File: src/rtl/codec_regif_pkg.sv
package codec_regif_pkg;

    typedef enum logic [1:0] {
        PORT_INDEX  = 2'd0,
        PORT_DATA   = 2'd1,
        PORT_STATUS = 2'd2,
        PORT_PIO    = 2'd3
    } port_e;

    localparam int REG_FMT     = 8;
    localparam int REG_IFCFG   = 9;
    localparam int REG_PINCTL  = 10;
    localparam int REG_ERRINIT = 11;
    localparam int REG_MODE    = 12;
    localparam int REG_RSV_A   = 22;
    localparam int REG_ALTSTAT = 24;
    localparam int REG_RSV_B   = 27;
    localparam int REG_RSV_C   = 29;

    localparam logic [6:0] INDEX_RESET = 7'h40;
    localparam int         MCE_BIT     = 6;
    localparam int         PMCE_BIT    = 4;
    localparam int         MODE2_BIT   = 6;
    localparam logic [7:0] CAL_FLAG    = 8'h20;

    function automatic logic [7:0] reg_reset_value(input int idx);
        case (idx)
            2, 3, 4, 5, 18, 19: return 8'h88;
            6, 7:               return 8'h80;
            REG_IFCFG:          return 8'h08;
            REG_MODE:           return 8'h8A;
            25, 26:             return 8'hA0;
            default:            return 8'h00;
        endcase
    endfunction

endpackage

File: src/rtl/codec_regif_cal.sv
module codec_regif_cal #(
    parameter int CAL_COUNT = 1,
    parameter int CAL_W     = 8
) (
    input  logic clk,
    input  logic rst_n,
    input  logic load,
    input  logic rd_hit,
    output logic busy
);
    typedef struct packed {
        logic [CAL_W-1:0] cnt;
    } cal_st_t;

    cal_st_t cal_d, cal_q;

    always_comb begin
        cal_d = cal_q;
        if (rd_hit && cal_q.cnt != '0)
            cal_d.cnt = cal_q.cnt - 1'b1;
        if (load)
            cal_d.cnt = CAL_W'(CAL_COUNT);
    end

    always_ff @(posedge clk or negedge rst_n) begin
        if (!rst_n) cal_q <= '0;
        else        cal_q <= cal_d;
    end

    assign busy = (cal_q.cnt != '0);

    // each flagged read consumes exactly one count
    p_cal_step_r7: assert property (@(posedge clk) disable iff (!rst_n)
        (rd_hit && busy && !load) |=> (cal_q.cnt == $past(cal_q.cnt) - 1'b1));

    // counter only moves when a read or a load happens
    p_cal_idle_r7: assert property (@(posedge clk) disable iff (!rst_n)
        (!rd_hit && !load) |=> $stable(cal_q.cnt));

endmodule

File: src/rtl/codec_regif_bank.sv
module codec_regif_bank
    import codec_regif_pkg::*;
#(
    parameter int NREG  = 32,
    parameter int IDX_W = $clog2(NREG)
) (
    input  logic             clk,
    input  logic             rst_n,
    input  logic             wr_strobe,
    input  logic [IDX_W-1:0] wr_sel,
    input  logic [7:0]       wdata,
    input  logic             mce,
    input  logic             stat_clr,
    input  logic             play_done,
    output logic [7:0]       regs_o [NREG],
    output logic             intr_o,
    output logic             play_en_o
);
    typedef struct packed {
        logic [NREG-1:0][7:0] regs;
        logic                 intr;
        logic                 play_en;
    } bank_st_t;

    bank_st_t bank_d, bank_q;

    function automatic bank_st_t bank_reset();
        bank_st_t r;
        r = '0;
        for (int i = 0; i < NREG; i++)
            r.regs[i] = reg_reset_value(i);
        return r;
    endfunction

    always_comb begin
        bank_d = bank_q;
        if (wr_strobe) begin
            case (int'(wr_sel))
                REG_FMT: begin
                    if (mce)
                        bank_d.regs[REG_FMT] = wdata;
                    else if (bank_q.regs[REG_ALTSTAT][PMCE_BIT])
                        bank_d.regs[REG_FMT] = {wdata[7:4], bank_q.regs[REG_FMT][3:0]};
                end
                REG_IFCFG: begin
                    bank_d.regs[REG_IFCFG] = wdata & 8'hDF;
                    if (!wdata[6])
                        bank_d.play_en = wdata[0];
                end
                REG_ERRINIT, REG_RSV_A, REG_RSV_B, REG_RSV_C: ;
                REG_MODE:
                    bank_d.regs[REG_MODE][MODE2_BIT] = wdata[MODE2_BIT];
                REG_ALTSTAT: begin
                    bank_d.regs[REG_ALTSTAT] = wdata;
                    if (bank_q.regs[REG_ALTSTAT][PMCE_BIT] && !wdata[PMCE_BIT])
                        bank_d.intr = 1'b0;
                end
                default:
                    bank_d.regs[wr_sel] = wdata;
            endcase
        end
        if (stat_clr) begin
            bank_d.intr                   = 1'b0;
            bank_d.regs[REG_ALTSTAT][6:4] = 3'b000;
        end
        if (play_done) begin
            bank_d.intr                        = 1'b1;
            bank_d.regs[REG_ALTSTAT][PMCE_BIT] = 1'b1;
        end
    end

    always_ff @(posedge clk or negedge rst_n) begin
        if (!rst_n) bank_q <= bank_reset();
        else        bank_q <= bank_d;
    end

    for (genvar g = 0; g < NREG; g++) begin : g_out
        assign regs_o[g] = bank_q.regs[g];
    end
    assign intr_o    = bank_q.intr;
    assign play_en_o = bank_q.play_en;

    // the error/init register cannot be written
    p_errinit_ro_r6: assert property (@(posedge clk) disable iff (!rst_n)
        (wr_strobe && int'(wr_sel) == REG_ERRINIT) |=> $stable(bank_q.regs[REG_ERRINIT]));

    // format byte is frozen when neither enable bit is set
    p_fmt_locked_r3: assert property (@(posedge clk) disable iff (!rst_n)
        (wr_strobe && int'(wr_sel) == REG_FMT && !mce && !bank_q.regs[REG_ALTSTAT][PMCE_BIT])
        |=> $stable(bank_q.regs[REG_FMT]));

    // mode register keeps all bits other than bit 6
    p_mode_ro_bits_r5: assert property (@(posedge clk) disable iff (!rst_n)
        (wr_strobe && int'(wr_sel) == REG_MODE)
        |=> ($stable(bank_q.regs[REG_MODE][5:0]) && $stable(bank_q.regs[REG_MODE][7])));

    // a status write with no new event leaves nothing pending
    p_stat_clr_r8: assert property (@(posedge clk) disable iff (!rst_n)
        (stat_clr && !play_done) |=> (!bank_q.intr && bank_q.regs[REG_ALTSTAT][6:4] == 3'b000));

    // end-of-period always raises the flag
    p_done_sets_r11: assert property (@(posedge clk) disable iff (!rst_n)
        play_done |=> (bank_q.intr && bank_q.regs[REG_ALTSTAT][PMCE_BIT]));

endmodule

File: src/rtl/codec_regif.sv
module codec_regif
    import codec_regif_pkg::*;
#(
    parameter int NREG      = 32,
    parameter int CAL_COUNT = 1,
    parameter int CAL_W     = 8
) (
    input  logic       clk,
    input  logic       rst_n,
    input  logic [1:0] addr,
    input  logic       wr_en,
    input  logic       rd_en,
    input  logic [7:0] wdata,
    output logic [7:0] rdata,
    input  logic       play_done,
    output logic       play_en,
    output logic       irq_en,
    output logic [7:0] fmt_byte,
    output logic       mode2,
    output logic       irq
);
    localparam int IDX_W = $clog2(NREG);

    typedef struct packed {
        logic [6:0] idx;
    } top_st_t;

    top_st_t    top_d, top_q;
    logic [7:0] regs [NREG];
    logic       intr;
    logic       cal_busy;
    logic [IDX_W-1:0] sel;
    logic       wr_index, wr_data, wr_status, rd_data, cal_load, cal_rd;

    assign wr_index  = wr_en && addr == PORT_INDEX;
    assign wr_data   = wr_en && addr == PORT_DATA;
    assign wr_status = wr_en && addr == PORT_STATUS;
    assign rd_data   = rd_en && addr == PORT_DATA;

    assign mode2 = regs[REG_MODE][MODE2_BIT];
    assign sel   = mode2 ? top_q.idx[IDX_W-1:0] : IDX_W'(top_q.idx[3:0]);

    assign cal_load = wr_index && !top_q.idx[MCE_BIT] && wdata[MCE_BIT]
                      && (regs[REG_IFCFG][4] || regs[REG_IFCFG][3]);
    assign cal_rd   = rd_data && int'(sel) == REG_ERRINIT;

    always_comb begin
        top_d = top_q;
        if (wr_index)
            top_d.idx = wdata[6:0];
    end

    always_ff @(posedge clk or negedge rst_n) begin
        if (!rst_n) top_q <= '{idx: INDEX_RESET};
        else        top_q <= top_d;
    end

    codec_regif_bank #(.NREG(NREG)) bank_i (
        .clk       (clk),
        .rst_n     (rst_n),
        .wr_strobe (wr_data),
        .wr_sel    (sel),
        .wdata     (wdata),
        .mce       (top_q.idx[MCE_BIT]),
        .stat_clr  (wr_status),
        .play_done (play_done),
        .regs_o    (regs),
        .intr_o    (intr),
        .play_en_o (play_en)
    );

    codec_regif_cal #(.CAL_COUNT(CAL_COUNT), .CAL_W(CAL_W)) cal_i (
        .clk    (clk),
        .rst_n  (rst_n),
        .load   (cal_load),
        .rd_hit (cal_rd),
        .busy   (cal_busy)
    );

    always_comb begin
        case (addr)
            PORT_INDEX:  rdata = {1'b0, top_q.idx};
            PORT_DATA:   rdata = regs[sel] | ((cal_busy && int'(sel) == REG_ERRINIT) ? CAL_FLAG : 8'h00);
            PORT_STATUS: rdata = {7'b0, intr};
            default:     rdata = 8'h00;
        endcase
    end

    assign irq      = intr;
    assign irq_en   = regs[REG_PINCTL][1];
    assign fmt_byte = regs[REG_FMT];

    // index port never reports bit 7
    p_idx_bit7_r1: assert property (@(posedge clk) disable iff (!rst_n)
        (rd_en && addr == PORT_INDEX) |-> (rdata[7] == 1'b0));

    // status write drops the interrupt line on the next cycle
    p_irq_drop_r8: assert property (@(posedge clk) disable iff (!rst_n)
        (wr_status && !play_done) |=> !irq);

    // PIO port reads as zero
    p_pio_zero_r1: assert property (@(posedge clk) disable iff (!rst_n)
        (rd_en && addr == PORT_PIO) |-> (rdata == 8'h00));

endmodule

File: config.mk
export PLATFORM = sky130hd
export DESIGN_NAME = codec_regif
export DESIGN_NICKNAME = d
export VERILOG_FILES = /design/src/rtl/codec_regif_pkg.sv /design/src/rtl/codec_regif_cal.sv /design/src/rtl/codec_regif_bank.sv /design/src/rtl/codec_regif.sv
export SDC_FILE = /design/constraint.sdc
export NUM_CORES = 1
export LEC_CHECK = 0
export ABC_AREA = 1
export BUFFER_PORTS_ARGS = -buffer_cell sky130_fd_sc_hd__buf_2
export CAP_MARGIN = 0
export CORE_MARGIN = 2
export CORE_UTILIZATION = 59
export CTS_BUF_LIST = sky130_fd_sc_hd__clkbuf_4 sky130_fd_sc_hd__clkbuf_8
export CTS_CLUSTER_DIAMETER = 150
export CTS_CLUSTER_SIZE = 25
export DETAILED_ROUTE_END_ITERATION = 7
export PLACE_DENSITY = 0.89
export SYNTH_ARGS = -nofsm -noshare
export SYNTH_HDL_FRONTEND = slang
export SYNTH_HIERARCHICAL = 1
export SYNTH_SLANG_ARGS = --single-unit
File: constraint.sdc
create_clock -name clk -period 1.9 [get_ports clk]
set_input_delay 0 -clock clk [delete_from_list [all_inputs] [get_ports clk]]
set_output_delay 0 -clock clk [all_outputs]
set_load 0.05 [all_outputs]
==> summary.md, run 1 <==
| Metric | Value |
|---|---|
| Cells after synthesis | `1813` |
| Total GRT Usage | `73.2%` |
| Number of synthesized register bits | `273` |
| Largest net degree at the start of global routing | `78` |
| Clock buffer depth | `3` |
| Mapped Area | `14300 sq um` |
| Post-synth ARST share | `100%` |
| Buffers on Ports | `34` |
| Syn Area/Cell | `7.88 sq um` |
| Synth Flop Type | `dfrtp_1` |
| Grt ovf | `132` |
| Sequential share of the synthesized area | `48.0%` |
| Synth top area share | `43.8%` |
| Syn_nets | `1829` |
| Yosys warnings | `6` |
| DIE HEIGHT | `160 um` |
| Clk sinks | `273` |
| RD Place Congestion | `0.936` |
| # IOs | `35` |
| Synth area leader | `dfrtp_1` |
| Worst_ep grt | `rdata[1]` |
| Stop err | `[ERROR GRT-0232] Routing congestion too high. Check the congestion heatmap in the GUI.` |
| Worst EP kind | `top-level output` |
| # rows | `56` |
| Root buffer cell | `clkbuf_8` |
| Die Wd | `160 um` |
| H-tree Lvls | `1` |
| DP HPWL | `27.8 mm` |
| Dominant cells by area after synthesis | `dfrtp_1 44%, nand2_1 16%, nand4_1 8.8%, nor2_1 4.7%, dfstp_2 4.2%` |
| Distinct cells, synth | `43` |
| Status | `did not finish` |
| Number of synthesized flops with an enable pin | `0` |
| Initial core utilization | `60.5%` |
| CTS buffer count | `14` |
| Stage reached | `global routing` |
-- per-stage QoR --
step / cells / worst slack [ns] / hold WS (ns) / instance area, sq um
4_1_cts: 2290 / -0.679 / 0.0263 / 18600
3_3_place_gp: 2133 / -0.195 / -0.0642 / 15300
3_5_place_dp: 2133 / -0.207 / -0.0562 / 15300
2_1_floorplan: 1813 / -0.0602 / -0.296 / 14400
-- per-layer routing --
layer | GRT overflow | GRT usage [%]
met1 | 0 | 71.7
met2 | 56 | 85.5
met5 | 0 | 33.5
met4 | 72 | 75.6
met3 | 4 | 63.3
-- timing repair --
action / 4_1_cts
cloned: 53
pin swaps: 174
endpoints found under the hold margin: 301
setup buffers: 68
setup endpoints to repair: 205
hold buffers: 15
resized for setup: 284
-- Yosys cell counts, types with 7 or more instances --
| cell | number |
|---|---|
| o21ai_0 | 102 |
| dfrtp_1 | 250 |
| nor2_2 | 12 |
| o21ai_1 | 24 |
| nand3_1 | 66 |
| buf_2 | 43 |
| o22ai_1 | 7 |
| clkbuf_1 | 70 |
| nand4_1 | 200 |
| dfstp_2 | 23 |
| buf_4 | 9 |
| nor2_1 | 180 |
| a21oi_1 | 17 |
| nand3_4 | 10 |
| o211ai_1 | 33 |
| nand3_2 | 10 |
| inv_1 | 61 |
| nand2_1 | 616 |
| buf_6 | 33 |
-- cells by family after synthesis --
| kind of cell | after synthesis | share of synthesized area (%) |
|---|---|---|
| xor gates and xnor gates | 3 | 0.184 |
| adders and majority gates | 1 | 0.0876 |
| AOI/OAI and AO/OA | 195 | 7.72 |
| and+or+nand+nor | 1112 | 35.5 |
| buffers and inverters | 229 | 8.50 |
| DFF | 273 | 48.0 |
==> run 2: changes to the inputs <==
- CORE_UTILIZATION: 59 -> 40
- CTS_BUF_LIST: sky130_fd_sc_hd__clkbuf_4 sky130_fd_sc_hd__clkbuf_8 -> unset
- CTS_CLUSTER_DIAMETER: 150 -> unset
- CTS_CLUSTER_SIZE: 25 -> unset
- PLACE_DENSITY: 0.89 -> unset
- PLACE_DENSITY_LB_ADDON: unset -> 0.15
- clock period: 1.9 -> 2.47 ns (I/O delays scaled with it)
==> summary.md, run 2 <==
| Metric | Value |
|---|---|
| Buffers on Ports | `34 (unchanged)` |
| Number of synthesized flops with an enable pin | `0 (unchanged)` |
| VDD IR max | `0.619 mV` |
| Setup crit end kind | `output pin` |
| Max Fclk | `404 MHz` |
| Max-cap violations | `0` |
| Syn_nets | `1829 (unchanged)` |
| Clock buffer depth | `3 (unchanged)` |
| Syn Area/Cell | `7.88 sq um (unchanged)` |
| Router iterations before antenna repair | `5` |
| CTS tree | `yes` |
| Final hold violations | `0` |
| Pwr dens | `868 nW/um^2` |
| Worst skew pair latency | `0.52 ns` |
| Critical path arrival | `2.48 ns` |
| Synth area leader | `dfrtp_1 (unchanged)` |
| # IOs | `35 (unchanged)` |
| PnR worst setup slack | `-0.00724 ns` |
| Clk sinks | `273 (unchanged)` |
| Distinct cells, synth | `43 (unchanged)` |
| RR Startpoint | `top_q[0]$_DFFE_PN0N_` |
| Root buffer cell | `clkbuf_16 (was clkbuf_8)` |
| Worst hold slack | `0.00385 ns` |
| DIE AREA | `37200 sq um` |
| Most numerous cell in the Yosys netlist | `nand2_1 (unchanged)` |
| CTS buffer count | `34 (was 14)` |
| Crit path to | `rdata[6]` |
| Post-route clock skew | `0.00959 ns` |
| Sequential fraction of design power | `37.4%` |
| Xor/xnor cell area share of the yosys netlist | `0.184% (unchanged)` |
| Largest net degree at the start of global routing | `87` |
| Compound-Gate Fraction of Synth Area | `7.72% (unchanged)` |
| Mapped Area | `14300 sq um (unchanged)` |
| R2r setup slk | `0.12 ns` |
| Number of synthesized register bits | `273 (unchanged)` |
| Synth top area share | `43.8% (unchanged)` |
| ANT nets after route | `0` |
| Critical-path top delay cell | `dfrtp_4` |
| Initial DRC count | `1085` |
| DP HPWL | `29.4 mm (was 27.8 mm)` |
| Post-synthesis mux area share | `0% (unchanged)` |
| Crit path kind | `reg -> out` |
| Area Overhead vs Synth | `18.1%` |
| Dominant cells by area after synthesis | `dfrtp_1 44%, nand2_1 16%, nand4_1 8.8%, nor2_1 4.7%, dfstp_2 4.2% (unchanged)` |
| Pint | `9.56 mW` |
| Final net count | `1855` |
| Fillers | `3424` |
| Commonest non-fill, non-tap cells in the layout | `611 x nand2_1, 247 x dfrtp_1, 200 x nand4_1` |
| Total GRT Usage | `25.8%` |
| Area occupied by multi-input gates | `6400 sq um` |
| First-pass GRT wire length | `73.3 mm` |
| LEAKAGE | `8.32 nW` |
| Via-to-Cell Ratio | `5.58` |
| Crit path launch type | `register` |
| Post-Synth Simple-Gate Area | `35.5% (unchanged)` |
| Grt ovf | `0` |
| Finish-stage setup viols | `1` |
| Crit-path max cell delay | `0.44 ns` |
| Failing checks | `setup timing` |
| Synth Area in Adders | `0.0876% (unchanged)` |
| Number of flip-flops under the largest register name | `256` |
| Clock power frac | `34.8%` |
| H-tree Lvls | `2 (was 1)` |
| Critical Path Source | `top_q[0]$_DFFE_PN0N_` |
| RD Place Congestion | `0.899 (was 0.936)` |
| DIE HEIGHT | `193 um (was 160 um)` |
| Core area | `35400 sq um` |
| Relative slew slack | `37.5%` |
| Combinational share of power | `27.8%` |
| Commonest non-fill, non-tap cell in the layout | `nand2_1` |
| Layout cells sized above 1 | `16.8%` |
| Capturing point of the worst reg2reg path | `bank_i/regs_o[214]$_DFFE_PN0P_` |
| Routed WL | `48.1 mm` |
| Yosys warnings | `6 (unchanged)` |
| Die Wd | `193 um (was 160 um)` |
| Sequential share of the synthesized area | `48.0% (unchanged)` |
| DR vias | `13000` |
| Status | `finished, violations left (was did not finish)` |
| Sw Share | `34.7%` |
| Post-synth ARST share | `100% (unchanged)` |
| Worst-path clk slew | `0.06 ns` |
| Final Cycle Share | `100%` |
| Max Fanout on Critical Path | `18` |
| WL/cell | `20.7 um` |
| HP Class | `in -> async` |
| Antenna diodes | `0` |
| Slew @ Worst Pin | `0.937 ns` |
| Register-to-Register Path Depth | `12` |
| Max-slew violations | `0` |
| DRC violations left | `0` |
| Unrepaired setup endpoints after global routing | `true` |
| Commonest cells post-synth | `616 x nand2_1, 250 x dfrtp_1, 200 x nand4_1 (unchanged)` |
| Synth Flop Type | `dfrtp_1 (unchanged)` |
| Fin crit period | `2.48 ns` |
| Vias in the first global route | `12400` |
| Initial antenna violation count | `0` |
| Largest family of logic cells by synthesized area | `simple AND/OR/NAND/NOR gates (unchanged)` |
| Register area | `6870 sq um` |
| CP Data Required Time | `2.47 ns` |
| # rows | `69 (was 56)` |
| Initial core utilization | `40.4% (was 60.5%)` |
| Crit-path cells | `buf_4 -> buf_16 -> o21ai_0 -> o211ai_1 -> nand3_1 -> nand2_1 -> nand3_1 -> nand2_1 -> buf_6` |
| Switching power | `5.08 mW` |
| Setup TNS | `-0.00724 ns` |
| Cells after synthesis | `1813 (unchanged)` |
[run 2: cell counts after synthesis]
No cell type changed its count.
[run 2: cell families (layout without fill, tap and decap cells)]
kind of cell | count (synthesis) | after routing
xor gates and xnor gates | 3 | 3
adders and majority gates | 1 | 1
and+or+nand+nor | 1112 | 1112
buffers and inverters | 229 | 279
AOI/OAI and AO/OA | 195 | 195
DFF | 273 | 273
[run 2: repair_timing]
item	4_1_cts	5_1_grt
hold buffers	8	0
pin swaps	13	19
setup buffers	5	2
endpoints found under the hold margin	252	0
cloned	4	7
endpoints found under the setup margin	8	147
gates resized for setup	48	58
[run 2: per-stage QoR]
stage / std cells / total power [mW] / utilization, % / instance area [sq um] / setup slack, ns
after CTS: 2315 / 14.4 / 46.5 / 16500 / -0.00526
after global routing: 2324 / 15.4 / 47.7 / 16900 / -0.0882
after detailed placement: 2238 / 9.06 / 42.2 / 14900 / 0.227
final: 2324 / 14.6 / 47.7 / 16900 / -0.00724
after floorplan: 1813 / 7.97 / - / 14300 / 0.185
after global placement: 2238 / 9.04 / 42.2 / 14900 / 0.201
[run 2: layer usage]
layer,vias up,share of wire [%],global-route usage [%]
met3,116,6.1,3.86
met4,0,2.9,8.36
li1,6095,-,-
met1,6271,45,36.4
met2,478,46,40.9
met5,-,0,0
[run 2: worst min-delay path by stage]
stage                                          end  cells after the start  startpoint
global route        bank_i/regs_o[154]$_DFFE_PN0P_                      2       rst_n
finish              bank_i/regs_o[154]$_DFFE_PN0P_                      2       rst_n
floorplan                bank_i/intr_o$_DFFE_PN0P_                      0       rst_n
detailed placement  bank_i/regs_o[139]$_DFFE_PN0P_                      1       rst_n
global placement    bank_i/regs_o[140]$_DFFE_PN0P_                      1       rst_n
CTS                 bank_i/regs_o[141]$_DFFE_PN0P_                      2       rst_n
[run 2: critical path: cells and delay by family, from the launching register on]
kind	cells	cell delay (ns)
compound gates	2	0.45
buf+inv	3	0.54
flops	1	0.44
simple gates	4	0.52
[run 2: area by class of cell]
| type | count | share of cell area, % |
|---|---|---|
| Clock buffer | 51 | 6.15 |
| Timing Repair inverter | 1 | 0.0667 |
| Sequential cell | 273 | 40.7 |
| Clock inverter | 9 | 0.615 |
| Timing Repair Buffer | 148 | 9.42 |
| Tap cell | 461 | 3.42 |
| Inverter | 70 | 1.75 |
| Multi-Input combinational cell | 1311 | 37.9 |
[run 2: power groups by stage]
stage                     Combinational (mW)  Clock [mW]  Sequential (mW)
after global routing                    4.44        5.37             5.55
after global placement                  3.50           0             5.54
final                                   4.07        5.10             5.48
after CTS                               3.76        5.18             5.47
after detailed placement                3.52           0             5.54
after floorplan                         2.41           0             5.55
(Power assumes the default switching activity.)
